[config.mk]
export PLATFORM = sky130hd
export DESIGN_NAME = bus_own_ctrl
export DESIGN_NICKNAME = d
export VERILOG_FILES = /design/src/rtl/bus_own_pkg.sv /design/src/rtl/bus_own_nxt.sv /design/src/rtl/bus_own_out.sv /design/src/rtl/bus_own_ctrl.sv
export SDC_FILE = /design/constraint.sdc
export NUM_CORES = 1
export LEC_CHECK = 0
export BUFFER_PORTS_ARGS = -buffer_cell sky130_fd_sc_hd__buf_4
export CORE_AREA = 2 2 39 41
export CTS_CLUSTER_SIZE = 8
export DETAILED_ROUTE_END_ITERATION = 12
export DIE_AREA = 0 0 41 43
export PLACE_DENSITY_LB_ADDON = 0.08
export SKIP_CTS_REPAIR_TIMING = 1
export SYNTH_ARGS = -nofsm -noshare
export SYNTH_HDL_FRONTEND = slang
export SYNTH_SLANG_ARGS = --single-unit
[constraint.sdc]
create_clock -name clk -period 0.8 [get_ports clk]
set_input_delay 0.2 -clock clk [delete_from_list [all_inputs] [get_ports clk]]
set_output_delay 0.2 -clock clk [all_outputs]
set_load 0.02 [all_outputs]
[src/rtl/bus_own_pkg.sv]
package bus_own_pkg;

    typedef enum logic [1:0] {
        OWN_IDLE   = 2'd0,
        OWN_WAIT   = 2'd1,
        OWN_ACTIVE = 2'd2,
        OWN_PARK   = 2'd3
    } own_st_e;

    typedef struct packed {
        logic req;       // internal access request
        logic grant_n;   // arbiter grant, active low
        logic busy_n;    // bus busy, active low
        logic seq_end;   // sequence boundary reached
    } own_in_t;

    typedef struct packed {
        logic breq_n;
        logic bact_n;
    } own_out_t;

    localparam own_out_t OUT_RESET = '{breq_n: 1'b1, bact_n: 1'b1};

    // Bus can be taken: granted and nobody else driving it.
    function automatic logic bus_free(input own_in_t in);
        return !in.grant_n && in.busy_n;
    endfunction

    // Pin levels for a given state; hold_n passes through when not bidding.
    function automatic own_out_t out_encode(input own_st_e st, input logic hold_n);
        own_out_t o;
        unique case (st)
            OWN_ACTIVE: o = '{breq_n: 1'b0,   bact_n: 1'b0};
            OWN_WAIT:   o = '{breq_n: 1'b0,   bact_n: 1'b1};
            OWN_PARK:   o = '{breq_n: hold_n, bact_n: 1'b0};
            default:    o = '{breq_n: hold_n, bact_n: 1'b1};
        endcase
        return o;
    endfunction

endpackage

[src/rtl/bus_own_nxt.sv]
module bus_own_nxt
    import bus_own_pkg::*;
(
    input  own_st_e cur_st,
    input  own_in_t in,
    output own_st_e nxt_st
);
    logic free;

    always_comb begin
        free   = bus_free(in);
        nxt_st = cur_st;
        unique case (cur_st)
            OWN_IDLE: begin
                if (in.req)
                    nxt_st = free ? OWN_ACTIVE : OWN_WAIT;
                else if (free)
                    nxt_st = OWN_PARK;
            end
            OWN_WAIT: begin
                // Only exit is acquisition; a dropped request waits on.
                if (in.req && free)
                    nxt_st = OWN_ACTIVE;
            end
            OWN_ACTIVE: begin
                if (!in.grant_n) begin
                    if (!in.req)
                        nxt_st = OWN_PARK;
                end else if (!in.req) begin
                    nxt_st = OWN_IDLE;
                end else if (in.seq_end) begin
                    nxt_st = OWN_WAIT;
                end
            end
            OWN_PARK: begin
                if (in.grant_n)
                    nxt_st = OWN_IDLE;
                else if (in.req)
                    nxt_st = OWN_ACTIVE;
            end
            default: nxt_st = OWN_IDLE;
        endcase
    end
endmodule

[src/rtl/bus_own_out.sv]
module bus_own_out
    import bus_own_pkg::*;
(
    input  logic    clk,
    input  logic    rst,
    input  own_st_e st,
    input  logic    hold_n,
    output own_out_t pins_q
);
    always_ff @(posedge clk) begin
        if (rst)
            pins_q <= OUT_RESET;
        else
            pins_q <= out_encode(st, hold_n);
    end
endmodule

[src/rtl/bus_own_ctrl.sv]
module bus_own_ctrl
    import bus_own_pkg::*;
(
    input  logic clk,
    input  logic rst,
    input  logic acc_req_i,
    input  logic grant_n_i,
    input  logic busy_n_i,
    input  logic hold_n_i,
    input  logic seq_end_i,
    output logic breq_n_o,
    output logic bact_n_o
);
    own_in_t  in_w;
    own_st_e  state_q;
    own_st_e  state_d;
    own_out_t pins_q;

    assign in_w = '{req: acc_req_i, grant_n: grant_n_i,
                    busy_n: busy_n_i, seq_end: seq_end_i};

    bus_own_nxt i_nxt (
        .cur_st (state_q),
        .in     (in_w),
        .nxt_st (state_d)
    );

    always_ff @(posedge clk) begin
        if (rst)
            state_q <= OWN_IDLE;
        else
            state_q <= state_d;
    end

    bus_own_out i_out (
        .clk    (clk),
        .rst    (rst),
        .st     (state_q),
        .hold_n (hold_n_i),
        .pins_q (pins_q)
    );

    assign breq_n_o = pins_q.breq_n;
    assign bact_n_o = pins_q.bact_n;
endmodule

## Word level (Yosys, flattened, before mapping)

Index checks and enable logic that the tools add are counted.

- Reduce and logical (&&, ||, !) cells: 5
- Equal/unequal tests: 8
- Multiplexer cells: 12

Operator list:

| cell | count |
|---|---|
| 2-bit two-way mux | 10 |
| 3-bit inequality test, second input constant | 3 |
| 2-bit case mux with 4 select lines | 1 |
| 2-bit case mux with 3 select lines | 1 |
| 5-bit AND reduction | 1 |
| 2-bit == test, second input constant | 2 |
| 3-bit by 2-bit inequality test with 1-bit output, second input constant | 1 |
| 2-bit by 1-bit == test with 1-bit output, second input constant | 1 |
| 1-bit logical AND | 2 |
| 2-bit logical NOT | 1 |
| 2-bit by 1-bit inequality test with 1-bit output, second input constant | 1 |
| 1-bit logical NOT | 1 |

- Input bits: 7
- Word-level logic and storage cells: 28
- Output and inout port bits: 2
- Bits in registers: 4

## Logic depth before layout (Yosys ltp)

Gate-level depths: netlist (run 1).

- Depth after elaboration: 5
- Gate-level depth with buffers: 3
- Gate-level depth less buffers: 3

## Modules after synthesis

A second synthesis (run 1) with hierarchy kept.

- Cell total of the unflattened synthesis: 20
- Area, all modules: 178.9 µm²

Modules (own cells, without submodules):

| module | sequential area each (µm²) | times used | area an instance (µm²) | cells an instance |
|---|---|---|---|---|
| bus_own_out | 40.0 | 1 | 63.8 | 5 |
| bus_own_nxt | 0.0 | 1 | 62.6 | 11 |
| bus_own_ctrl | 40.0 | 1 | 52.6 | 4 |

## Least setup slack after synthesis (run 1)

No wires, ideal clock.

- Path kind: register -> register
- From: reg state_q[0]
- To: reg state_q[0]
- Path buffers: 0
- Cell stages (with the launch flop): 4
- Arrival: 0.727 ns
- Path slack: 0.015 ns
- Period minus slack after synthesis: 0.785 ns
- Library setup time: 0.058 ns
- Cell sequence: dfxtp_1 nand4b_1 a21oi_1 o21a_1

- Cells in the longest elaborated chain, start to end: 3
- Elaborated cells between the ends (all ways): 11
- Classes of those cells: eq/ne (8); mux (1); reduce/logical (2)

Ends and longest elaborated chain:

| what | line | source |
|---|---|---|
| start, declared | bus_own_ctrl.sv:15 | `own_st_e state_q;` |
| start signal, assigned | bus_own_ctrl.sv:32 | `state_q <= state_d;` |
| 2-bit == test (tied with other cells) | bus_own_nxt.sv:13 | `unique case (cur_st)` |
| 3-bit inequality test (no line) (tied with other cells) | n/a |  |
| 5-bit AND reduction (no line) | n/a |  |

Several ways; a longest one is shown, not always the timed one.
A chain may end at the register's enable or synchronous reset.

## Final worst setup path (run 1)

- From: reg, netlist name i_out.pins_q[0]
- To: out bact_n_o

RTL lines:

| what | line | source |
|---|---|---|
| end, declared | bus_own_ctrl.sv:12 | `output logic bact_n_o` |

No word-level cell between the ends.

==> metrics, run 1 <==
chip width around 40 um; placement row count 14; setup repair after global routing missed its margin true; sequential share of the synthesized area approximately 42%; clock period minus final worst setup slack between 0.8 and 0.9 ns; layout overhead on the synthesized area 70.4%; I/O Pins 9; via count about 190; layout cell share with drive strength beyond 1 between 60% and 70%; number of vias per cell approximately 4; normalized max-slew margin 89.8%; hold_ws between 0.15 and 0.2 ns; Final period util 107%; slew of the pin with the lowest slew margin between 0.1 and 0.15 ns; Final Skew around 0.003 ns; Setup CP Type flip-flop to primary output; cell taking the most area after synthesis dfxtp_1; share of the synthesized area in the top cell type a little over two fifths; number of fillers in the final layout 151; final number of max-transition violations 0; largest net degree at the start of global routing 7; series of cell instances along the critical path buf_6; launching element type of the critical path flip-flop; post-layout worst setup margin -0.0541 ns; Post-layout nets 42; data required time of the critical path 0.60 ns; hold-critical path depth 2; distinct cell type count of the synthesized netlist 13; number of port buffers 8; CTS tree yes; diodes inserted 0; Starting Density approximately 14%; Final Wtd Congestion 0.626; buffers from clock root to sink, at most 2; arrival time at the worst endpoint roughly 0.65 ns; final sum of negative setup slack -0.155 ns; vias in the first global route around 180; cell with the largest stage delay on the worst path dfxtp_2; worst r2r dst state_q[0]$_SDFFE_PP0P_; top layer in use met3; standby leakage power between 0.1 and 0.15 nW; Setup-failing EPs final 3; Worst Min Path Start rst; Worst Path Buf+Inv 1; delay-heaviest family, CP flip-flops; Met1 Routed Length between 150 and 200 um; wire length of the first global-routing pass between 700 and 800 um; post-synthesis cell area ~190 um2; r2r worst-path depth 3; P per Cell Area around 1800 nW/um2; net count of the mapped netlist 27; initial antenna violation count 0; source of the worst register-to-register timing path state_q[0]$_SDFFE_PP0P_; Routed met2 length 239 um; post-detailed-route count of antenna-violating nets 0; number of buffers created by CTS 3; clock slew at reported path FFs approximately 0.040 ns; highest fanout seen on the critical path 1; remaining design rule violation count 0; Total Wirelength approximately 440 um; sinks on the clock net 4; violations in the final reports negative setup slack; result of the run finished with violations; area taken by flip-flops and latches around 85 um2; register bit total from synthesis 4; multi-input combinational cell area about 110 um2; first-pass detailed-route iteration total 2; Worst IR Drop VDD 0.000813 V; die span in y 43 um; number of standard cells after synthesis 20; number of violations of the max-capacitance limit 0; largest cells by area after synthesis dfxtp_1 (42%), o21a_1 (7.9%), nand2b_1 (6.6%), nor3b_2 (6.6%), a21oi_1 (5.3%); Overflow after GRT 0; largest incremental delay on the critical path between 0.3 and 0.4 ns; worst-case hold path end point state_q[1]$_SDFFE_PP0P_; final hold violation count 0; half-perimeter wire length of the detailed placement result roughly 350 um; R2R setup slack -0.05 ns; # H-tree levels 1; HP Class input pin to flip-flop; startpoint of the worst setup timing path i_out.pins_q[0]$_SDFF_PP1_; routed length per placed instance 9.04 um; full die area about 1800 um2; Tot GR Track Use under 10%; total length of routed met3 wires between 30 and 40 um; CP endpoint kind primary output; synth warn 0; Clk Tree Root Cell clkbuf_4; iteration-0 DRC count of the detailed router 2; area of the core ~1400 um2; source-to-sink clock delay at the later pin of the worst-skew pair 0.23 ns; maximum achievable frequency 1170 MHz; mean instance size in the synthesized netlist between 9 and 10 um2
[flip-flops by register name, summed over array words and instances (netlist names)]
name,cells
state_q,2
i_out.pins_q,2
[layout by cell type (no fill, tap or decap), drive strengths merged]
cell    instances
o21ai           1
nor3b           1
xnor2           1
dfxtp           4
a21o            2
nand2b          2
clkbuf          3
nor2            1
buf            10
inv             2
o21a            2
a21oi           2
nand4b          1
mux2i           1
[final cells by class]
class / instances / share of cell area (%)
Multi-Input combinational cell: 14 / 32.8
Sequential cell: 4 / 26.3
Timing Repair Buffer: 10 / 25.5
Clock buffer: 3 / 6.95
Tap cell: 16 / 6.18
Inverter: 2 / 2.32
[per-stage QoR]
stage	cell area [um2]	power, mW	cells	util, %	setup slack (ns)
floorplan	190	0.278	20	-	0.0155
global placement	285	0.333	46	20.6	-0.0878
detailed placement	285	0.334	46	20.6	-0.111
CTS	308	0.587	49	22.2	-0.0728
global route	324	0.634	49	23.4	-0.0857
finish	324	0.582	49	23.4	-0.0541
[synthesized netlist by cell type]
library cell	n
o21ai_1	1
nand4b_1	1
nand2b_1	2
dfxtp_1	4
xnor2_1	1
nor3b_2	1
o21a_1	2
a21o_1	1
inv_1	2
mux2i_1	1
a21oi_1	2
nor2_1	1
a21o_2	1
[worst max-delay path by stage]
stage	end	slack, ns	depth (start not counted)
floorplan	state_q[0]$_SDFFE_PP0P_	0.02	3
global placement	state_q[0]$_SDFFE_PP0P_	-0.09	4
detailed placement	state_q[0]$_SDFFE_PP0P_	-0.11	4
CTS	breq_n_o	-0.07	1
global route	breq_n_o	-0.09	1
finish	bact_n_o	-0.05	1
[layer usage]
metal	vias to the layer above	global-route usage [%]
met5	-	0
met4	0	2.00
met3	0	9.42
met2	6	8.44
met1	90	7.07
li1	96	-
[kinds of logic (layout without fill, tap and decap cells)]
group / count (synthesis) / in the layout / share of synthesized area, %
DFF: 4 / 4 / 42.1
AOI/OAI and AO/OA: 7 / 7 / 24.3
xor gates and xnor gates: 1 / 1 / 4.61
buffers and inverters: 2 / 15 / 3.95
and+or+nand+nor: 5 / 5 / 19.7
muxes: 1 / 1 / 5.26
[report_power, final]
part           leakage (nW)  internal [mW]  switching (mW)
clock                0.0138          0.167          0.0741
sequential           0.0332          0.219          0.0160
combinational        0.0993         0.0664          0.0396
total                 0.146          0.452           0.130
No activity file was read; power rests on OpenSTA's default activity.
==> run 2: changes to the inputs <==
- SETUP_SLACK_MARGIN: unset -> 0.4
==> metrics, run 2 (same netlist as run 1, synthesis figures left out) <==
result of the run finished with violations; violations in the final reports negative setup slack; chip width 41 um (unchanged); first-pass detailed-route iteration total 1 (-1); I/O Pins 9 (unchanged); source of the worst register-to-register timing path state_q[0]$_SDFFE_PP0P_; Post-layout nets 41 (-2.4%); worst-case hold path end point state_q[1]$_SDFFE_PP0P_; data required time of the critical path 0.60 ns (about the same); CP endpoint kind primary output; clock slew at reported path FFs 0.04 ns (about the same); arrival time at the worst endpoint 0.70 ns (+0.05 ns); buffers from clock root to sink, at most 2 (unchanged); cell area reported after detailed placement 295 um2 (+3.5%); setup repair after global routing missed its margin true; final hold violation count 0 (unchanged); number of port buffers 8 (unchanged); r2r worst-path depth 3 (unchanged); number of placed instances, taps included 45 (-2.2%); layout overhead on the synthesized area 74.3%; series of cell instances along the critical path buf_6; slew of the pin with the lowest slew margin 0.116 ns (-0.0324 ns); normalized max-slew margin 92.1% (+2.2 points); diodes inserted 0 (unchanged); number of buffers created by CTS 3 (unchanged); finished layout cell area 332 um2 (+2.3%); Clk Tree Root Cell clkbuf_4; Setup CP Type flip-flop to primary output; Final Non-Filler Cells 49 (unchanged); HP Class input pin to flip-flop; die span in y 43 um (unchanged); hold-critical path depth 2 (unchanged); source-to-sink clock delay at the later pin of the worst-skew pair 0.25 ns (+0.02 ns); clock period minus final worst setup slack 0.896 ns (+0.0418 ns); Final Skew 0.00108 ns (-0.00197 ns); via count 190 (-1.0%); Setup-failing EPs final 3 (unchanged); number of logic stages on the critical path including buffering 1 (unchanged); Worst Path Buf+Inv 1 (unchanged); placement row count 14 (unchanged); Overflow after GRT 0 (unchanged); standby leakage power 0.149 nW (+1.7%); post-detailed-route count of antenna-violating nets 0 (unchanged); highest fanout seen on the critical path 1 (unchanged); multi-input combinational cell area 110 um2 (+3.5%); P per Cell Area 1900 nW/um2 (+5.8%); delay-heaviest family, CP flip-flops; # H-tree levels 1 (unchanged); R2R setup slack -0.03 ns (+0.02 ns); cell with the largest stage delay on the worst path dfxtp_4; final number of max-transition violations 0 (unchanged); Final period util 112% (+5.2 points); launching element type of the critical path flip-flop; largest net degree at the start of global routing 7 (unchanged); Total Wirelength 455 um (+2.7%); number of vias per cell 3.88 (-1.0%); most common cell after layout, fill and taps aside buf_4; Worst Min Path Start rst; CTS tree yes; full die area 1760 um2 (unchanged); number of fillers in the final layout 165 (+9.3%); post-layout worst setup margin -0.0959 ns (-0.0418 ns); maximum achievable frequency 1120 MHz (-4.7%); remaining design rule violation count 0 (unchanged); number of violations of the max-capacitance limit 0 (unchanged); wire length of the first global-routing pass 738 um (+0.96%); largest incremental delay on the critical path 0.33 ns (+0.02 ns); vias in the first global route 189 (+4.4%); Worst IR Drop VDD 0.000419 V (-48%); area taken by flip-flops and latches 92.6 um2 (+8.8%); top library cells by usage in the layout, fill and taps aside buf_4 (7), clkbuf_4 (3), dfxtp_4 (3); sinks on the clock net 4 (unchanged); iteration-0 DRC count of the detailed router 0 (-2); routed length per placed instance 9.29 um (+2.7%); Final Wtd Congestion 0.749 (+20%); worst r2r dst state_q[0]$_SDFFE_PP0P_; layout cell share with drive strength beyond 1 57.6% (-3.0 points); Starting Density 13.7% (unchanged); area of the core 1380 um2 (unchanged); Post-Place Worst Slack -0.0465 ns (+0.0641 ns); Top Registers i_out.pins_q (2), state_q (2); initial antenna violation count 0 (unchanged); Tot GR Track Use 7.03% (unchanged)
[run 2: changes by cell type in the layout (fill, tap and decap cells not counted)]
cell,previous run,this run
a21oi_1,1,2
a21oi_2,1,0
buf_4,8,7
clkbuf_1,0,1
dfxtp_2,4,1
dfxtp_4,0,3
nand2b_1,2,1
nand2b_4,0,1
[run 2: cell type report]
cell class	count	area share, %
flip-flops and latches	4	27.9
multi-input cells	14	33.2
well taps	16	6.04
inverters	2	2.26
repair buffers	9	22.6
clock buffers	4	7.92
[run 2: metal layers]
| layer | vias to the layer above | part of all wire, % | global-route usage (%) |
|---|---|---|---|
| li1 | 95 | - | - |
| met1 | 86 | 39 | 6.43 |
| met2 | 7 | 47 | 9.06 |
| met3 | 2 | 9.7 | 6.28 |
| met4 | 0 | 3.5 | 6.00 |
| met5 | - | 0 | 0 |
[run 2: where the power goes]
group          switching, mW  internal [mW]
clock                  0.109          0.189
sequential            0.0157          0.213
combinational         0.0384         0.0653
[run 2: how the worst max path moves through the flow]
| stage | start | endpoint | slack [ns] |
|---|---|---|---|
| floorplan | state_q[0]$_SDFFE_PP0P_ | state_q[0]$_SDFFE_PP0P_ | 0.03 |
| global placement | grant_n_i | state_q[0]$_SDFFE_PP0P_ | -0.05 |
| detailed placement | grant_n_i | state_q[0]$_SDFFE_PP0P_ | -0.05 |
| CTS | i_out.pins_q[0]$_SDFF_PP1_ | bact_n_o | -0.13 |
| global route | i_out.pins_q[0]$_SDFF_PP1_ | bact_n_o | -0.11 |
| finish | i_out.pins_q[0]$_SDFF_PP1_ | bact_n_o | -0.1 |
[run 2: worst register-to-register path, stage by stage (launching register included)]
cell and delay, ns:
dfxtp_2 0.34, nand4b_1 0.17, a21oi_1 0.14, o21a_1 0.12
[run 2: stage by stage]
stage | hold slack (ns) | util [%] | total power, mW | setup TNS (ns)
6_report | 0.122 | 24.0 | 0.630 | -0.218
5_1_grt | 0.121 | 24.0 | 0.672 | -0.303
4_1_cts | 0.121 | 23.2 | 0.643 | -0.284
3_5_place_dp | 0.386 | 21.3 | 0.334 | -0.0877
3_3_place_gp | 0.389 | 21.3 | 0.334 | -0.0842
2_1_floorplan | 0.262 | - | 0.281 | 0
==> run 3: changes to the inputs <==
- CELL_PAD_IN_SITES_DETAIL_PLACEMENT: unset -> 0
- CELL_PAD_IN_SITES_GLOBAL_PLACEMENT: unset -> 1
==> metrics, run 3 (same netlist as run 1, synthesis figures left out) <==
result of the run finished with violations; violations in the final reports negative setup slack; most common cell after layout, fill and taps aside buf_4; number of violations of the max-capacitance limit 0 (unchanged); iteration-0 DRC count of the detailed router 1 (+1); number of fillers in the final layout 150 (-9.1%); Post-layout nets 41 (unchanged); Total Wirelength 417 um (-8.4%); launching element type of the critical path flip-flop; remaining design rule violation count 0 (unchanged); placement row count 14 (unchanged); finished layout cell area 334 um2 (+0.75%); core utilization of the finished layout 24.1% (+0.18 points); via count 182 (-4.2%); final number of max-transition violations 0 (unchanged); arrival time at the worst endpoint 0.69 ns (about the same); Tot GR Track Use 6.71% (-0.32 points); clock slew at reported path FFs 0.04 ns (about the same); Final Skew 0.00723 ns (+0.00615 ns); largest net degree at the start of global routing 7 (unchanged); clock period minus final worst setup slack 0.888 ns (-0.00771 ns); P per Cell Area 1820 nW/um2 (-4.4%); delay-heaviest family, CP flip-flops; initial antenna violation count 0 (unchanged); standby leakage power 0.149 nW (about the same); Setup CP Type flip-flop to primary output; layout cell share with drive strength beyond 1 60.6% (+3.0 points); I/O Pins 9 (unchanged); slew of the pin with the lowest slew margin 0.113 ns (-0.00270 ns); area of the core 1380 um2 (unchanged); CP endpoint kind primary output; post-detailed-route count of antenna-violating nets 0 (unchanged); top library cells by usage in the layout, fill and taps aside buf_4 (7), clkbuf_4 (3), dfxtp_4 (3); wire length of the first global-routing pass 765 um (+3.7%); # H-tree levels 1 (unchanged); Worst IR Drop VDD 0.000999 V (+140%); die span in y 43 um (unchanged); diodes inserted 0 (unchanged); Overflow after GRT 0 (unchanged); vias in the first global route 193 (+2.1%); final hold violation count 0 (unchanged); Top Registers i_out.pins_q (2), state_q (2); Final Wtd Congestion 0.779 (+4.1%); normalized max-slew margin 92.2% (+0.19 points); routed length per placed instance 8.51 um (-8.4%); number of vias per cell 3.71 (-4.2%); cell area reported after detailed placement 295 um2 (unchanged); setup repair after global routing missed its margin true; buffers from clock root to sink, at most 2 (unchanged); maximum achievable frequency 1130 MHz (+0.87%); number of buffers created by CTS 3 (unchanged); HP Class input pin to flip-flop; Overall Power 0.607 mW (-3.7%); CTS tree yes; chip width 41 um (unchanged); cell with the largest stage delay on the worst path dfxtp_4; Clk Tree Root Cell clkbuf_4; Setup-failing EPs final 3 (unchanged); highest fanout seen on the critical path 1 (unchanged); largest incremental delay on the critical path 0.33 ns (about the same); first-pass detailed-route iteration total 2 (+1); Final period util 111% (-0.96 points); series of cell instances along the critical path buf_6; Starting Density 13.7% (unchanged); half-perimeter wire length of the detailed placement result between 300 and 400 um; number of port buffers 8 (unchanged); post-layout worst setup margin -0.0882 ns (+0.00771 ns); sinks on the clock net 4 (unchanged); source-to-sink clock delay at the later pin of the worst-skew pair 0.24 ns (about the same); layout overhead on the synthesized area 75.7%; full die area 1760 um2 (unchanged); data required time of the critical path 0.60 ns (about the same); Worst Path Buf+Inv 1 (unchanged)
[run 3: cell count changes in the layout (fill, tap and decap cells not counted)]
cell	delta
nor2_1	-1
nor2_2	+1
[run 3: power by group]
group	leakage, nW	total [mW]	internal [mW]	switching, mW
Clock	0.0150	0.272	0.187	0.0848
Sequential	0.0342	0.230	0.214	0.0160
Combinational	0.0996	0.105	0.0661	0.0391
[run 3: routing by layer]
layer	wire [um]	GRT usage, %	up-vias
met4	0	4.00	0
met3	29	4.71	0
met2	208	9.38	6
li1	-	-	95
met1	178	7.01	81
met5	0	0	-
[run 3: cell type report]
class	count	area, um2	area share [%]
Tap cell	16	20.0	5.99
Sequential cell	4	92.6	27.7
Clock buffer	4	26.3	7.87
Multi-Input combinational cell	14	113	33.7
Inverter	2	7.51	2.25
Timing Repair Buffer	9	75.1	22.5
[run 3: metrics by stage]
stage	TNS [ns]	hold slack, ns	worst slack, ns	std cells
floorplan	0	0.262	0.0275	20
global placement	-0.122	0.386	-0.0822	45
detailed placement	-0.113	0.390	-0.0623	45
CTS	-0.282	0.142	-0.121	49
global route	-0.323	0.153	-0.112	49
finish	-0.219	0.151	-0.0882	49
[run 3: worst paths after layout]
| kind | startpoint | endpoint | slack, ns | cells after the start |
|---|---|---|---|---|
| hold / removal | rst | state_q[1]$_SDFFE_PP0P_ | 0.15 | 2 |
| setup reg to reg | state_q[0]$_SDFFE_PP0P_ | state_q[0]$_SDFFE_PP0P_ | -0.04 | 3 |
| hold reg to reg | state_q[1]$_SDFFE_PP0P_ | i_out.pins_q[0]$_SDFF_PP1_ | 0.44 | 1 |
| setup / recovery | i_out.pins_q[1]$_SDFF_PP1_ | breq_n_o | -0.09 | 1 |
